$ cat src/rtl/tri_timer_pkg.sv
// Shared widths, reset values and the register group encoding for the
// three-channel timer register front end. The group order is fixed by the
// address layout: group number = word index / 3.
package tri_timer_pkg;
    localparam int CH_N      = 3;
    localparam int NUM_MATCH = 3;
    localparam int DATA_W    = 32;
    localparam int CTRL_W    = 6;
    localparam int VAL_W     = 16;
    localparam int ECTL_W    = 3;
    localparam int FLAG_W    = 6;
    localparam int GRP_N     = 11;
    localparam int CLR_BIT   = 4;
    localparam logic [CTRL_W-1:0] CNT_CTRL_INIT = 6'h21;

    typedef enum logic [3:0] {
        GRP_CLK  = 4'd0,
        GRP_CNT  = 4'd1,
        GRP_VAL  = 4'd2,
        GRP_INTV = 4'd3,
        GRP_MA   = 4'd4,
        GRP_MB   = 4'd5,
        GRP_MC   = 4'd6,
        GRP_STAT = 4'd7,
        GRP_IEN  = 4'd8,
        GRP_ECTL = 4'd9,
        GRP_ECNT = 4'd10,
        GRP_NONE = 4'd15
    } grp_e;

    typedef struct packed {
        logic       hit;
        grp_e       grp;
        logic [1:0] chan;
    } dec_t;
endpackage

$ cat src/rtl/tri_timer_decode.sv
// Address decoder: splits a word index into register group (index / 3) and
// channel (index % 3). Assumes WORD_W is at least 6 so all 33 words fit.
module tri_timer_decode import tri_timer_pkg::*; #(
    parameter int WORD_W = 6
) (
    input  logic [WORD_W-1:0] word_i,
    output dec_t              dec_o
);
    logic [WORD_W-1:0] grp_num;

    // Purpose: divide the word index into group and channel fields.
    always_comb begin
        grp_num    = word_i / WORD_W'(3);
        dec_o.hit  = (grp_num < WORD_W'(GRP_N));
        dec_o.grp  = dec_o.hit ? grp_e'(4'(grp_num)) : GRP_NONE;
        dec_o.chan = 2'(word_i % WORD_W'(3));
        assert_chan_range_R1: assert (dec_o.chan != 2'd3);
    end
endmodule

$ cat src/rtl/tri_timer_chan.sv
// One channel's register bank: writable settings with masks, the sticky
// clear-on-read status register, the count clear pulse, the interrupt line
// and the combinational read value for the currently decoded group.
// Assumes sel_i is high only when this channel is addressed by a mapped word.
module tri_timer_chan import tri_timer_pkg::*; (
    input  logic                       clk,
    input  logic                       rst_n,
    input  logic                       sel_i,
    input  logic                       wr_i,
    input  logic                       rd_i,
    input  grp_e                       grp_i,
    input  logic [DATA_W-1:0]          wdata_i,
    input  logic [VAL_W-1:0]           count_i,
    input  logic [VAL_W-1:0]           evt_i,
    input  logic [FLAG_W-1:0]          flag_i,
    output logic [CTRL_W-1:0]          clk_ctrl_o,
    output logic [CTRL_W-1:0]          cnt_ctrl_o,
    output logic [VAL_W-1:0]           intv_o,
    output logic [NUM_MATCH*VAL_W-1:0] match_o,
    output logic [FLAG_W-1:0]          ien_o,
    output logic [ECTL_W-1:0]          ectl_o,
    output logic                       clr_o,
    output logic                       irq_o,
    output logic [DATA_W-1:0]          rd_val_o
);
    logic                wr_hit;
    logic                rd_stat;
    logic [CTRL_W-1:0]   clk_q;
    logic [CTRL_W-1:0]   cnt_q;
    logic [VAL_W-1:0]    intv_q;
    logic [VAL_W-1:0]    match_q [NUM_MATCH];
    logic [FLAG_W-1:0]   stat_q;
    logic [FLAG_W-1:0]   ien_q;
    logic [ECTL_W-1:0]   ectl_q;
    logic                clr_q;

    assign wr_hit  = sel_i && wr_i;
    assign rd_stat = sel_i && rd_i && (grp_i == GRP_STAT);

    // Purpose: hold the masked control settings written by software.
    always_ff @(posedge clk) begin
        if (!rst_n) begin
            clk_q  <= '0;
            cnt_q  <= CNT_CTRL_INIT;
            intv_q <= '0;
            ien_q  <= '0;
            ectl_q <= '0;
        end else if (wr_hit) begin
            case (grp_i)
                GRP_CLK:  clk_q  <= wdata_i[CTRL_W-1:0];
                GRP_CNT:  begin
                    cnt_q          <= wdata_i[CTRL_W-1:0];
                    cnt_q[CLR_BIT] <= 1'b0;
                end
                GRP_INTV: intv_q <= wdata_i[VAL_W-1:0];
                GRP_IEN:  ien_q  <= wdata_i[FLAG_W-1:0];
                GRP_ECTL: ectl_q <= wdata_i[ECTL_W-1:0];
                default:  ;
            endcase
        end
    end

    // One register per match value, selected by consecutive groups.
    for (genvar m = 0; m < NUM_MATCH; m++) begin : g_match
        // Purpose: hold match value m.
        always_ff @(posedge clk) begin
            if (!rst_n) begin
                match_q[m] <= '0;
            end else if (wr_hit && (4'(grp_i) == 4'(int'(GRP_MA) + m))) begin
                match_q[m] <= wdata_i[VAL_W-1:0];
            end
        end
        assign match_o[m*VAL_W +: VAL_W] = match_q[m];
    end

    // Purpose: collect event flags; a status read clears what it returned.
    always_ff @(posedge clk) begin
        if (!rst_n) begin
            stat_q <= '0;
        end else begin
            stat_q <= (rd_stat ? '0 : stat_q) | flag_i;
        end
    end

    // Purpose: one-cycle count clear request after a counter control write.
    always_ff @(posedge clk) begin
        if (!rst_n) begin
            clr_q <= 1'b0;
        end else begin
            clr_q <= wr_hit && (grp_i == GRP_CNT) && wdata_i[CLR_BIT];
        end
    end

    // Purpose: zero-extended read value of the decoded group.
    always_comb begin
        case (grp_i)
            GRP_CLK:  rd_val_o = DATA_W'(clk_q);
            GRP_CNT:  rd_val_o = DATA_W'(cnt_q);
            GRP_VAL:  rd_val_o = DATA_W'(count_i);
            GRP_INTV: rd_val_o = DATA_W'(intv_q);
            GRP_MA:   rd_val_o = DATA_W'(match_q[0]);
            GRP_MB:   rd_val_o = DATA_W'(match_q[1]);
            GRP_MC:   rd_val_o = DATA_W'(match_q[2]);
            GRP_STAT: rd_val_o = DATA_W'(stat_q);
            GRP_IEN:  rd_val_o = DATA_W'(ien_q);
            GRP_ECTL: rd_val_o = DATA_W'(ectl_q);
            GRP_ECNT: rd_val_o = DATA_W'(evt_i);
            default:  rd_val_o = '0;
        endcase
    end

    assign clk_ctrl_o = clk_q;
    assign cnt_ctrl_o = cnt_q;
    assign intv_o     = intv_q;
    assign ien_o      = ien_q;
    assign ectl_o     = ectl_q;
    assign clr_o      = clr_q;
    assign irq_o      = |(stat_q & ien_q);

    assert_clr_cause_R3: assert property (@(posedge clk) disable iff (!rst_n)
        clr_o |-> $past(wr_hit && (grp_i == GRP_CNT) && wdata_i[CLR_BIT]));

    assert_flag_sticky_R5: assert property (@(posedge clk) disable iff (!rst_n)
        (flag_i != '0) |=> ((stat_q & $past(flag_i)) == $past(flag_i)));

    assert_read_clears_R6: assert property (@(posedge clk) disable iff (!rst_n)
        (rd_stat && (flag_i == '0)) |=> (stat_q == '0));

    assert_stat_write_ignored_R7: assert property (@(posedge clk) disable iff (!rst_n)
        (wr_hit && (grp_i == GRP_STAT) && !rd_stat && (flag_i == '0)) |=> $stable(stat_q));

    assert_irq_masked_R11: assert property (@(posedge clk) disable iff (!rst_n)
        (ien_o == '0) |-> !irq_o);
endmodule

$ cat src/rtl/tri_timer_regs.sv
// Top of the three-channel timer register front end. Decodes the word index,
// fans the bus out to three channel banks and registers the read data.
// Assumes at most one of the channel banks is selected per access.
module tri_timer_regs import tri_timer_pkg::*; #(
    parameter int WORD_W = 6
) (
    input  logic                            clk,
    input  logic                            rst_n,
    input  logic [WORD_W-1:0]               bus_word,
    input  logic                            bus_wr,
    input  logic                            bus_rd,
    input  logic [DATA_W-1:0]               bus_wdata,
    output logic [DATA_W-1:0]               bus_rdata,
    input  logic [CH_N*VAL_W-1:0]           ch_count,
    input  logic [CH_N*VAL_W-1:0]           ch_evt_count,
    input  logic [CH_N*FLAG_W-1:0]          ch_flags,
    output logic [CH_N*CTRL_W-1:0]          clk_ctrl,
    output logic [CH_N*CTRL_W-1:0]          cnt_ctrl,
    output logic [CH_N*VAL_W-1:0]           interval,
    output logic [CH_N*NUM_MATCH*VAL_W-1:0] match,
    output logic [CH_N*FLAG_W-1:0]          irq_en,
    output logic [CH_N*ECTL_W-1:0]          evt_ctrl,
    output logic [CH_N-1:0]                 count_clr,
    output logic [CH_N-1:0]                 irq
);
    localparam int MATCH_W = NUM_MATCH * VAL_W;

    dec_t              dec;
    logic [DATA_W-1:0] rd_vals [CH_N];
    logic [DATA_W-1:0] sel_val;
    logic [DATA_W-1:0] rdata_q;

    tri_timer_decode #(.WORD_W(WORD_W)) i_decode (
        .word_i (bus_word),
        .dec_o  (dec)
    );

    // One register bank per channel.
    for (genvar c = 0; c < CH_N; c++) begin : g_chan
        tri_timer_chan i_chan (
            .clk        (clk),
            .rst_n      (rst_n),
            .sel_i      (dec.hit && (dec.chan == 2'(c))),
            .wr_i       (bus_wr),
            .rd_i       (bus_rd),
            .grp_i      (dec.grp),
            .wdata_i    (bus_wdata),
            .count_i    (ch_count[c*VAL_W +: VAL_W]),
            .evt_i      (ch_evt_count[c*VAL_W +: VAL_W]),
            .flag_i     (ch_flags[c*FLAG_W +: FLAG_W]),
            .clk_ctrl_o (clk_ctrl[c*CTRL_W +: CTRL_W]),
            .cnt_ctrl_o (cnt_ctrl[c*CTRL_W +: CTRL_W]),
            .intv_o     (interval[c*VAL_W +: VAL_W]),
            .match_o    (match[c*MATCH_W +: MATCH_W]),
            .ien_o      (irq_en[c*FLAG_W +: FLAG_W]),
            .ectl_o     (evt_ctrl[c*ECTL_W +: ECTL_W]),
            .clr_o      (count_clr[c]),
            .irq_o      (irq[c]),
            .rd_val_o   (rd_vals[c])
        );
    end

    // Purpose: pick the addressed channel's read value.
    always_comb begin
        sel_val = '0;
        for (int i = 0; i < CH_N; i++) begin
            if (dec.chan == 2'(i)) sel_val = rd_vals[i];
        end
    end

    // Purpose: register read data; hold it between reads.
    always_ff @(posedge clk) begin
        if (!rst_n) begin
            rdata_q <= '0;
        end else if (bus_rd) begin
            rdata_q <= dec.hit ? sel_val : '0;
        end
    end

    assign bus_rdata = rdata_q;

    assert_unmapped_zero_R9: assert property (@(posedge clk) disable iff (!rst_n)
        (bus_rd && !dec.hit) |=> (bus_rdata == '0));

    assert_rdata_hold_R10: assert property (@(posedge clk) disable iff (!rst_n)
        !bus_rd |=> $stable(bus_rdata));
endmodule

$ cat config.mk
export PLATFORM = sky130hd
export DESIGN_NAME = tri_timer_regs
export DESIGN_NICKNAME = d
export VERILOG_FILES = /design/src/rtl/tri_timer_pkg.sv /design/src/rtl/tri_timer_decode.sv /design/src/rtl/tri_timer_chan.sv /design/src/rtl/tri_timer_regs.sv
export SDC_FILE = /design/constraint.sdc
export NUM_CORES = 1
export LEC_CHECK = 0
export CAP_MARGIN = 10
export CELL_PAD_IN_SITES_DETAIL_PLACEMENT = 2
export CELL_PAD_IN_SITES_GLOBAL_PLACEMENT = 2
export CORE_UTILIZATION = 30
export DETAILED_ROUTE_END_ITERATION = 10
export GPL_ROUTABILITY_DRIVEN = 0
export PLACE_DENSITY_LB_ADDON = 0.1
export SYNTH_ARGS = -nofsm -noshare
export SYNTH_HDL_FRONTEND = slang
export SYNTH_SLANG_ARGS = --single-unit
export TNS_END_PERCENT = 100
$ cat constraint.sdc
create_clock -name clk -period 16.7 [get_ports clk]
set_input_delay 3.34 -clock clk [delete_from_list [all_inputs] [get_ports clk]]
set_output_delay 3.34 -clock clk [all_outputs]
set_load 0.01 [all_outputs]
* Word-level counts from Yosys, hierarchy flattened
Memory sizes are Yosys's and may differ from the RTL's. Index checks and enable logic that the tools add are counted. W data, S select, Z words.
Word-level totals: register bits 161, RAM bits 144, output and inout port bits 293, memories 3
Operators by class: divide/modulo/power cells 2, $lt $le $gt $ge 1, equal/unequal tests 12, multiplexer cells 48, bitwise operators 15, reductions and logical operators 47
Memories:
- g_chan[0].i_chan.match_q | words 3, bits a word 16, rd ports 3, clocked after memory_dff 0, wr ports 3, line tri_timer_chan.sv:31 | logic [VAL_W-1:0] match_q [NUM_MATCH];
- g_chan[1].i_chan.match_q | words 3, bits a word 16, rd ports 3, clocked after memory_dff 0, wr ports 3, line tri_timer_chan.sv:31
- g_chan[2].i_chan.match_q | words 3, bits a word 16, rd ports 3, clocked after memory_dff 0, wr ports 3, line tri_timer_chan.sv:31
Operator list (number):
- $pmux W16 S11 | 3
- $mux W16 | 9
- $mux W32 | 4
- $reduce_and A2 Y1 | 15
- $mux W1 | 28
- $logic_and A1 B1 Y1 | 27
- $and A6 B6 Y6 | 3
- $mux W6 | 3
- $or A6 B6 Y6 | 3
- $reduce_or A6 Y1 | 3
- $eq A4 B3 Y1 const B | 4
- $eq A4 B4 Y1 const B | 3
- $or A1 B1 Y1 | 9
- $eq A4 B2 Y1 const B | 2
- $div A6 B2 Y6 const B | 1
- $lt A6 B4 Y1 const B | 1
- $mod A6 B2 Y6 const B | 1
- $eq A4 B1 Y1 const B | 1
- $logic_not A4 Y1 | 1
- $mux W4 | 1
- $eq A2 B1 Y1 const B | 1
- $eq A2 B2 Y1 const B | 1
- $logic_not A2 Y1 | 1

* Logic depth before layout (Yosys ltp)
Gate-level depths: netlist (run 1).
depth after elaboration 9, depth in mapped cells 26, mapped depth without buffers 21

* By module
A second synthesis (run 1) with hierarchy kept.
Second synthesis, totals: cells, all modules 1556, area total of the unflattened synthesis 16223.1 um^2
Modules (own cells, without submodules):
- tri_timer_chan | instances 3, cells each 442, area an instance 4703.3 um^2
- tri_timer_regs | instances 1, cells each 149, area an instance 1541.5 um^2
- tri_timer_decode | instances 1, cells each 81, area an instance 571.8 um^2

* Worst setup path before layout (run 1)
Ideal clock, no wire load.
kind input to register, start input port bus_word[5], end memory g_chan[0].i_chan.match_q[0][0], enable pin, data arrival time 7.877 ns, setup slack 8.411 ns, stages 19, path buffers 3, cell sequence inv_1 -> ha_1 -> nor2b_1 -> or3_1 -> and2_1 -> buf_2 -> ha_1 -> a21oi_1 -> o21ai_1 -> o21bai_1 -> a21boi_0 -> inv_1 -> ha_1 -> clkbuf_1 -> or2_2 -> o221ai_2 -> o211ai_1 -> buf_2 -> o21ai_0
RTL lines:
- start: declaration | line tri_timer_regs.sv:9 | input logic [WORD_W-1:0] bus_word,
- end: declaration | line tri_timer_chan.sv:31

==> summary.txt, run 1 <==
STA
  – Clock skew: roughly 0.015 ns
  – Final setup fails: 0
  – RSZ-0062 raised after global routing: no
  – Final worst path period need: between 9 and 10 ns
  – Fin. Hold Viols: 0
  – Worst-Margin Slew: ~1.2 ns
  – Fmax: just over 100 MHz
  – Final WS setup: ~6.8 ns
  – Pins Over Slew Limit: 0
  – Setup TNS Final: 0 ns
  – Min Hold Slack: 0.471 ns
  – Final Cycle Share: 0.595
  – Worst relative slew slack: 0.198

Floorplanning
  – Die Ht: between 200 and 250 um
  – Die width: 217 um
  – IO Pins: approximately 450
  – Rows: 78
  – Die area: 47,100 sq um
  – Core area: about 45,000 sq um
  – Starting Density: 0.305

Global routing
  – Largest net degree at the start of global routing: about 90
  – GR Overflow Total: 0
  – Global-route wire length before repair: around 100 mm
  – Gr usage total: 0.293
  – Vias in the first global route: 13,600
  – Initial antenna violation count: 8

Job
  – Max Cap Viol: 0

Critical path
  – Worst-path maximum fanout: 32
  – Worst endpoint required time: between 15 and 20 ns
  – Startpoint type of the worst setup path: input pin
  – Crit path capture type: register
  – CP arrival: ~10 ns
  – Critical path type: in2reg

Yosys
  – Synth Area in Compound Gates: 0.178
  – Yosys top cell area share: 0.312
  – Post-Synth Simple-Gate Area: 0.201
  – Synth cell types: 79
  – Syn avg cell area: about 10 sq um
  – Area leader, netlist: edfxtp_1
  – Adder-Cell Fraction of Synth Area: 0.00451
  – Async SR Flop Fraction: 0
  – Combinational family with the most area after synthesis: simple AND/OR/NAND/NOR gates
  – Syn Std Cell Area: roughly 14,000 sq um
  – Post-synth EDFFs: 144
  – Seq cells post-synth: approximately 290
  – Warnings from Yosys: 0
  – Sequential area share after synthesis: 0.521
  – Cells after Synth: about 1,400
  – Synth Flop Type: dfxtp_1
  – Synth area leaders: edfxtp_1 (31%), dfxtp_1 (21%), and2_1 (6.4%)
  – Multiplexer share of the synthesized area: 0.0389
  – Xor and xnor area share after synthesis: 0.00126

Placement
  – Post-DP HPWL: 50.5 mm
  – Setup WS pre-CTS: 6.23 ns
  – # port buffers: between 400 and 500
  – Cells after DPL: around 2,300

Clocking
  – Root Buffer: clkbuf_16
  – TritonCTS clock tree: yes
  – Cts repair resizes: 0
  – Sink Count: 289
  – H-tree levels: 2
  – Postcts setup bufs: 0
  – Clock transition at the registers of the reported paths: approximately 0.060 ns
  – Cts hold-fix bufs: 0
  – CTS buffer count: 37
  – Clk buf depth: 3
  – Worst-Skew Late Latency: ~0.56 ns

Pwr
  – PD cells: roughly 94 nW/um^2
  – Internal power: approximately 1.3 mW
  – Worst vdd ir: approximately 0.057 mV
  – Pleak: ~7.0 nW
  – Sequential power share: 0.431
  – Switch share: 0.273
  – Switching power: about 0.5 mW
  – Combinational power share: 0.141
  – Clk pwr share: 0.428

Layout
  – # nets final: 1,880
  – Finished Core Util: 0.432
  – Cell Count, Final, Fillers Out: between 2,000 and 2,500
  – Share of cells above drive strength 1: 0.0704
  – Syn-to-layout area delta: 41.5%

Hold path
  – Hold WC Path Type: reg2reg

Routing
  – DR iter-0 viols: 1,151
  – Drt pass-1 iters: 6
  – Average routed wire per standard cell: 29.8 um
  – DRT antenna net count: 0
  – Total number of vias: roughly 13,000
  – WL final: around 70 mm
  – DRC viols: 0
  – Routed vias/inst: between 5 and 6

Run status
  – Status: complete, no violations
==> area by class of cell <==
type                       count  area [sq um]
multi-input combinational    931          6020
sequential                   289          7230
fill                        4789         25800
clock buffer                  52          1060
timing repair buffer         450          4420
clock inverter                16           103
tap                          600           751
inverter                      10          37.5
antenna                        8          20.0
==> critical path, cell delays in order <==
cell	delay (ns)
clkdlybuf4s50_1	0.51
ha_1	0.76
nor3b_1	0.10
or3_1	0.42
and2_1	0.25
ha_1	0.31
a21oi_1	0.14
o21ai_1	0.14
o21bai_1	0.16
a21boi_0	0.47
inv_1	0.09
ha_1	0.37
nor4_4	0.78
and2_2	0.62
buf_4	0.50
nand2_1	0.18
nor2_1	0.88
and2_1	0.26
==> synth_stat cells, types with 3 or more instances <==
master,instances
nand2b_1,4
a222oi_1,51
a31oi_1,4
a21oi_1,43
a21o_1,3
nand3_1,56
a21boi_0,25
dfxtp_1,145
nand4_1,8
and2_1,143
a221oi_1,20
nand2_1,171
o21ai_0,40
buf_2,41
o211ai_1,6
nor3b_1,4
edfxtp_1,144
a21boi_1,13
nor3_1,18
nor2b_1,60
a22oi_1,61
nor2_1,25
nor4_1,3
a31o_2,3
a22o_1,16
buf_1,7
inv_1,10
ha_1,5
clkbuf_1,69
or4_1,3
o21ai_1,3
a221o_1,11
buf_4,29
and3_1,7
mux2i_1,54
==> final timing paths <==
kind                                     endpoint  slack (ns)                           start  cells past startpoint
setup / recovery  g_chan[2].i_chan.match_q[2][15]        6.77                     bus_word[4]                     18
hold / removal                       bus_rdata[1]        0.47                    bus_rdata[1]                      1
setup reg to reg                     bus_rdata[0]       14.24  g_chan[1].i_chan.match_q[2][0]                      4
hold reg to reg                      bus_rdata[1]        0.47                    bus_rdata[1]                      1
==> registers in the layout, indices dropped and copies added, names as in the netlist <==
signal	count
g_chan.i_chan.match_q	144
g_chan.i_chan.intv_o	48
g_chan.i_chan.clk_ctrl_o	18
g_chan.i_chan.ien_o	18
g_chan.i_chan.stat_q	18
bus_rdata	16
g_chan.i_chan.cnt_ctrl_o	15
g_chan.i_chan.ectl_o	9
g_chan.i_chan.clr_o	3
==> layer usage <==
metal,GRT usage,wire (um),vias up
met3,0.0636,4660,87
met1,0.393,30800,6764
li1,-,-,5705
met4,0.0932,1910,4
met2,0.467,32800,488
met5,0,26,-
==> power by group through the flow <==
stage               logic, mW  registers [mW]  clock network (mW)
detailed placement      0.257           0.807                   0
finish                  0.259           0.792               0.787
CTS                     0.259           0.792               0.801
floorplan               0.101           0.809                   0
global placement        0.253           0.806                   0
global route            0.272           0.794               0.828
==> cells in the final DEF (no fill, tap or decap), types with 5 or more instances in the layout <==
cell / n
a221o_1: 11
edfxtp_1: 144
and3_1: 5
a222oi_1: 51
dfxtp_1: 145
nor2b_1: 60
nor3_1: 17
nand3_1: 56
inv_1: 10
and2_1: 141
nand2_1: 171
a22oi_1: 61
clkbuf_1: 9
nand4_1: 8
clkdlybuf4s50_1: 412
o21ai_2: 8
ha_1: 5
mux2i_1: 54
a21boi_0: 25
a22o_1: 16
conb_1: 19
o21ai_0: 31
a221oi_1: 20
a21boi_1: 13
clkinv_2: 5
clkbuf_16: 39
buf_4: 37
diode_2: 8
clkinv_1: 8
a21oi_1: 43
nor2_1: 24
o211ai_1: 6
==> logic make-up (layout without fill, tap and decap cells) <==
logic type               count (synthesis)  after routing
AO/OA/AOI/OAI                          324            324
XOR/XNOR                                 2              2
adder cells (fa/ha/maj)                  5              5
buffers and inverters                  157            528
flip-flops                             289            289
multiplexers                            54             54
other                                    1             27
AND/OR/NAND/NOR                        527            527
==> stage by stage <==
step	area [sq um]	total power [mW]
after CTS	19600	1.85
after floorplan	13900	0.911
after global routing	19600	1.89
final	19600	1.84
after global placement	18400	1.06
after detailed placement	18400	1.06
No activity file was read; power rests on OpenSTA's default activity.
==> inputs of run 2 (changes only) <==
CORE_UTILIZATION = 28   (was 30)
clock period = 9.8 ns   (was 16.7 ns; I/O delays follow)
==> summary.txt, run 2 (same netlist as run 1, synthesis figures left out) <==
STA
  – Fin. Hold Viols: 0 (unchanged)
  – Worst-Margin Slew: 1.30 ns (+0.0958 ns)
  – Final worst path period need: 8.14 ns
  – Final setup fails: 0 (unchanged)
  – Final Cycle Share: 0.831
  – Clock skew: 0.0219 ns (+0.00667 ns)
  – Pins Over Slew Limit: 0 (unchanged)
  – Worst relative slew slack: 0.133 (-0.0641)
  – Min Hold Slack: 0.474 ns (+0.00290 ns)
  – RSZ-0062 raised after global routing: no
  – Fmax: 123 MHz
  – Setup TNS Final: 0 ns (unchanged)

Layout
  – Share of cells above drive strength 1: 0.0779 (+0.00756)
  – Most frequent cells in the layout: clkdlybuf4s50_1 (412), nand2_1 (171), dfxtp_1 (145)
  – Largest Register: g_chan.i_chan.match_q
  – Post-route cell area: 19,800 sq um (+0.84%)
  – Cell Count, Final, Fillers Out: 2,428 (+3.1%)
  – Seq. cell area: 7230 sq um (unchanged)
  – FILL cells: 5,199 (+8.6%)
  – # nets final: 1,892 (+0.64%)
  – Syn-to-layout area delta: 42.7%
  – Max reg flops: 144 (unchanged)
  – Area occupied by multi-input gates: 6030 sq um (+0.21%)
  – Commonest non-fill, non-tap cell in the layout: clkdlybuf4s50_1

Critical path
  – Crit path to: g_chan[2].i_chan.match_q[0][6]
  – RR Endpoint: bus_rdata[0]
  – Crit path capture type: register
  – R2r setup slk: 7.41 ns (-6.83 ns)
  – Worst-path maximum fanout: 27 (-16%)
  – Critical path type: in2reg
  – Worst Reg-to-Reg Cells: 4 (unchanged)
  – Worst endpoint required time: 10.22 ns (-6.90 ns)
  – Startpoint type of the worst setup path: input pin
  – CP arrival: 8.56 ns (-1.79 ns)
  – R2R Path Start: g_chan[1].i_chan.match_q[2][0]
  – Critical path origin: bus_word[4]

Global routing
  – Global-route wire length before repair: 102 mm (+2.1%)
  – Initial antenna violation count: 9 (+1)
  – Vias in the first global route: 13,900 (+2.2%)
  – Gr usage total: 0.281 (-0.0119)
  – Largest net degree at the start of global routing: 89 (unchanged)
  – GR Overflow Total: 0 (unchanged)

Clocking
  – Sink Count: 289 (unchanged)
  – Root Buffer: clkbuf_16
  – TritonCTS clock tree: yes
  – H-tree levels: 2 (unchanged)
  – Postcts setup bufs: 0 (unchanged)
  – Clock transition at the registers of the reported paths: 0.06 ns (about the same)
  – CTS buffer count: 37 (unchanged)
  – Worst-Skew Late Latency: 0.56 ns (about the same)
  – Clk buf depth: 3 (unchanged)
  – Cts hold-fix bufs: 0 (unchanged)
  – Cts repair resizes: 0 (unchanged)

Floorplanning
  – Starting Density: 0.284 (-0.0216)
  – Die Ht: 225 um (+3.5%)
  – Core area: 49,000 sq um (+7.6%)
  – Die width: 225 um (+3.5%)
  – Rows: 81 (+3.8%)
  – Die area: 50,500 sq um (+7.1%)
  – IO Pins: 449 (unchanged)

Pwr
  – Sequential power share: 0.430 (about the same)
  – Combinational power share: 0.143 (+0.002)
  – Switching power: 0.863 mW (+72%)
  – Internal power: 2.27 mW (+70%)
  – Worst vdd ir: 0.0880 mV (+54%)
  – Pleak: 7.04 nW (+0.66%)
  – PD cells: 158 nW/um^2 (+69%)
  – Switch share: 0.275 (+0.00226)
  – Clk pwr share: 0.427 (about the same)

Routing
  – Average routed wire per standard cell: 29.6 um (-0.78%)
  – DRC viols: 0 (unchanged)
  – DR iter-0 viols: 1,135 (-1.4%)
  – Routed vias/inst: 5.40 (-2.5%)
  – WL final: 71.8 mm (+2.2%)
  – DRT antenna net count: 0 (unchanged)
  – Drt pass-1 iters: 6 (unchanged)
  – Total number of vias: 13,100 (+0.45%)

Placement
  – Cells after DPL: 2,356 (+3.4%)
  – # port buffers: 413 (unchanged)
  – Post-DP HPWL: 52.2 mm (+3.3%)
  – Post-DP Area: 18,600 sq um (+1.1%)

Run status
  – Status: complete, no violations

Hold path
  – Hold WC Path Type: reg2reg

Job
  – Max Cap Viol: 0 (unchanged)
==> run 2: changes by cell type in the layout (fill, tap and decap cells not counted), moves of 2 or more <==
cell | previous run | this run
buf_4 | 37 | 49
clkbuf_1 | 9 | 16
clkbuf_8 | 4 | 2
clkinv_1 | 8 | 1
diode_2 | 8 | 6
nor2_1 | 24 | 22
nor2_2 | 2 | 4
==> run 2: metrics by stage <==
stage / setup WS [ns] / power, mW / utilization
floorplan: 2.89 / 1.55 / -
global placement: 1.32 / 1.81 / 0.381
detailed placement: 1.10 / 1.82 / 0.381
CTS: 1.66 / 3.16 / 0.404
global route: 1.23 / 3.23 / 0.405
finish: 1.66 / 3.14 / 0.405
==> run 2: power by group through the flow <==
stage / registers, mW / logic (mW) / clock network [mW]
after global placement: 1.37 / 0.438 / 0
after floorplan: 1.38 / 0.173 / 0
after detailed placement: 1.37 / 0.445 / 0
final: 1.35 / 0.448 / 1.34
after global routing: 1.35 / 0.471 / 1.41
after CTS: 1.35 / 0.447 / 1.36
==> run 2: how the worst min path moves through the flow <==
stage | startpoint | endpoint | depth (start not counted)
after detailed placement | bus_rdata[1] | bus_rdata[1] | 1
after global placement | bus_rdata[1] | bus_rdata[1] | 1
after CTS | bus_rdata[1] | bus_rdata[1] | 1
after global routing | bus_rdata[1] | bus_rdata[1] | 1
after floorplan | g_chan[1].i_chan.intv_o[14] | g_chan[1].i_chan.intv_o[14] | 2
final | bus_rdata[1] | bus_rdata[1] | 1
==> run 2: area by class of cell <==
class | instances | share of cell area
Sequential cell | 289 | 0.365
Multi-Input combinational cell | 931 | 0.305
Timing Repair Buffer | 462 | 0.228
Clock inverter | 9 | 0.00436
Antenna cell | 6 | 0.000758
Tap cell | 664 | 0.0419
Inverter | 10 | 0.00190
Clock buffer | 57 | 0.0537
==> run 2: critical path, cell delays in order <==
cell and delay (ns):
clkdlybuf4s50_1 0.52, ha_1 0.78, nor3b_1 0.09, or3_1 0.41, and2_1 0.24, ha_1 0.32
a21oi_1 0.15, o21ai_1 0.13, o21bai_1 0.17, a21boi_0 0.45, inv_1 0.09, ha_1 0.37
or4_1 0.55, nor2_1 0.15, and3_2 0.81, nand2_1 0.27, nor2_1 0.62, buf_4 0.29
and2_1 0.16
==> run 2: metal layers <==
metal	vias to the layer above	wire length, um	track usage
li1	5739	-	-
met1	6743	31200	0.373
met2	516	33000	0.447
met3	107	5430	0.0685
met4	2	2130	0.0919
met5	-	8	0
==> inputs of run 3 (changes only) <==
clock period = 7.6 ns   (was 9.8 ns; I/O delays follow)
==> summary.txt, run 3 (same netlist as run 1, synthesis figures left out) <==
Clocking
  – Root Buffer: clkbuf_16
  – CTS buffer count: 37 (unchanged)
  – Cts repair resizes: 0 (unchanged)
  – Sink Count: 289 (unchanged)
  – Clock transition at the registers of the reported paths: 0.06 ns (about the same)
  – Cts hold-fix bufs: 0 (unchanged)
  – TritonCTS clock tree: yes
  – Postcts setup bufs: 0 (unchanged)
  – H-tree levels: 2 (unchanged)
  – Worst-Skew Late Latency: 0.56 ns (about the same)
  – Clk buf depth: 3 (unchanged)

Run status
  – Status: complete, no violations

Layout
  – Cell Count, Final, Fillers Out: 2,470 (+1.7%)
  – Area occupied by multi-input gates: 6030 sq um (-0.15%)
  – Most frequent cells in the layout: clkdlybuf4s50_1 (412), nand2_1 (171), dfxtp_1 (145)
  – Syn-to-layout area delta: 46.0%
  – Commonest non-fill, non-tap cell in the layout: clkdlybuf4s50_1
  – Share of cells above drive strength 1: 0.0988 (+0.0208)
  – # nets final: 1,934 (+2.2%)
  – Post-route cell area: 20,300 sq um (+2.3%)
  – FILL cells: 5,172 (-0.52%)
  – Max reg flops: 144 (unchanged)
  – Largest Register: g_chan.i_chan.match_q
  – Seq. cell area: 7230 sq um (unchanged)

Pwr
  – Power, Total: 4.11 mW (+31%)
  – Sequential power share: 0.424 (-0.006)
  – Worst vdd ir: 0.120 mV (+37%)
  – Switch share: 0.268 (-0.00756)
  – Combinational power share: 0.146 (+0.003)
  – Pleak: 7.30 nW (+3.7%)
  – Switching power: 1.10 mW (+28%)
  – Clk pwr share: 0.430 (+0.003)
  – PD cells: 203 nW/um^2 (+28%)
  – Internal power: 3.01 mW (+33%)

Routing
  – DRC viols: 0 (unchanged)
  – Total number of vias: 13,300 (+1.7%)
  – Routed vias/inst: 5.40 (about the same)
  – DRT antenna net count: 0 (unchanged)
  – WL final: 72.4 mm (+0.81%)
  – DR iter-0 viols: 1,299 (+14%)
  – Average routed wire per standard cell: 29.3 um (-0.90%)
  – Drt pass-1 iters: 9 (+3)

Floorplanning
  – Die area: 50,500 sq um (unchanged)
  – Die Ht: 225 um (unchanged)
  – Starting Density: 0.284 (unchanged)
  – Rows: 81 (unchanged)
  – Die width: 225 um (unchanged)
  – IO Pins: 449 (unchanged)
  – Core area: 49,000 sq um (unchanged)

Global routing
  – GR Overflow Total: 0 (unchanged)
  – Initial antenna violation count: 5 (-4)
  – Gr usage total: 0.282 (+0.00101)
  – Largest net degree at the start of global routing: 93 (+4.5%)
  – Global-route wire length before repair: 102 mm (+0.41%)
  – Vias in the first global route: 14,000 (+0.68%)

Critical path
  – Crit path capture type: register
  – Crit-path max cell delay: 0.51 ns (-0.30 ns)
  – CP dominant cell by count: ha_1
  – Critical path type: in2reg
  – CP arrival: 7.09 ns (-1.47 ns)
  – Startpoint type of the worst setup path: input pin
  – Worst-path maximum fanout: 22 (-19%)
  – Worst endpoint required time: 8.00 ns (-2.22 ns)
  – Slowest CP cell: clkdlybuf4s50_1
  – Cell Chain, Critical Path: clkdlybuf4s50_1 > inv_1 > ha_1 > nor2b_1 > or3_1 > and2_1 > ha_1 > a21oi_1 > o21ai_1 > o21bai_1 > a21boi_0 > inv_1 > ha_1 > or4_1 > nor2_1 > and3_2 > buf_4 > nand2_1 > nor2_1 > buf_4 > and2_1

STA
  – Fin. Hold Viols: 0 (unchanged)
  – Worst relative slew slack: 0.207 (+0.0736)
  – RSZ-0062 raised after global routing: no
  – Worst-Margin Slew: 1.19 ns (-0.110 ns)
  – Final setup fails: 0 (unchanged)
  – Fmax: about 150 MHz
  – Clock skew: 0.0253 ns (+0.00338 ns)
  – Setup TNS Final: 0 ns (unchanged)
  – Pins Over Slew Limit: 0 (unchanged)
  – Final worst path period need: roughly 6.7 ns
  – Final Cycle Share: 0.880

Placement
  – Post-DP HPWL: 53.3 mm (+2.1%)
  – Cells after DPL: 2,398 (+1.8%)
  – # port buffers: 413 (unchanged)
  – Post-DP Area: 19,000 sq um (+2.2%)

Job
  – Max Cap Viol: 0 (unchanged)

Hold path
  – Hold WC Path Type: reg2reg
run 3: worst max-delay path, delay by kind of cell:
kind,cells,cell delay (ns)
and+or+nand+nor,9,2.45
AOI/OAI and AO/OA,4,0.85
adders and majority gates,3,0.84
buffers and inverters,5,1.38
run 3: cell type report:
| class | count | share of cell area |
|---|---|---|
| diodes | 4 | 0.000494 |
| repair buffers | 504 | 0.243 |
| multi-input cells | 931 | 0.297 |
| flip-flops and latches | 289 | 0.357 |
| clock inverters | 5 | 0.00284 |
| clock buffers | 63 | 0.0566 |
| well taps | 664 | 0.0410 |
| inverters | 10 | 0.00185 |
run 3: power groups by stage:
stage / combinational (mW) / sequential [mW] / clock [mW]
floorplan: 0.223 / 1.78 / 0
global placement: 0.589 / 1.77 / 0
detailed placement: 0.597 / 1.77 / 0
CTS: 0.601 / 1.74 / 1.80
global route: 0.633 / 1.75 / 1.86
finish: 0.601 / 1.74 / 1.77
run 3: final timing paths:
path                                       start                             end  slack [ns]  cells past startpoint
hold reg to reg      g_chan[1].i_chan.intv_o[14]     g_chan[1].i_chan.intv_o[14]        0.48                      2
setup reg to reg  g_chan[2].i_chan.match_q[0][5]                    bus_rdata[5]        5.30                      7
setup / recovery                     bus_word[5]  g_chan[1].i_chan.match_q[0][7]        0.92                     21
hold / removal       g_chan[1].i_chan.intv_o[14]     g_chan[1].i_chan.intv_o[14]        0.48                      2
run 3: per-stage QoR:
step	setup WS [ns]	hold slack, ns	util
after floorplan	1.13	0.491	-
after detailed placement	0.382	0.472	0.389
after global placement	0.539	0.454	0.389
final	0.916	0.479	0.414
after CTS	0.934	0.483	0.414
after global routing	0.534	0.502	0.414
run 3: routing by layer:
metal / global-route usage / routed length [um] / vias to the layer above
li1: - / - / 5818
met1: 0.380 / 31300 / 6851
met2: 0.452 / 33700 / 564
met3: 0.0581 / 5600 / 95
met4: 0.0882 / 1750 / 2
met5: 0 / 13 / -
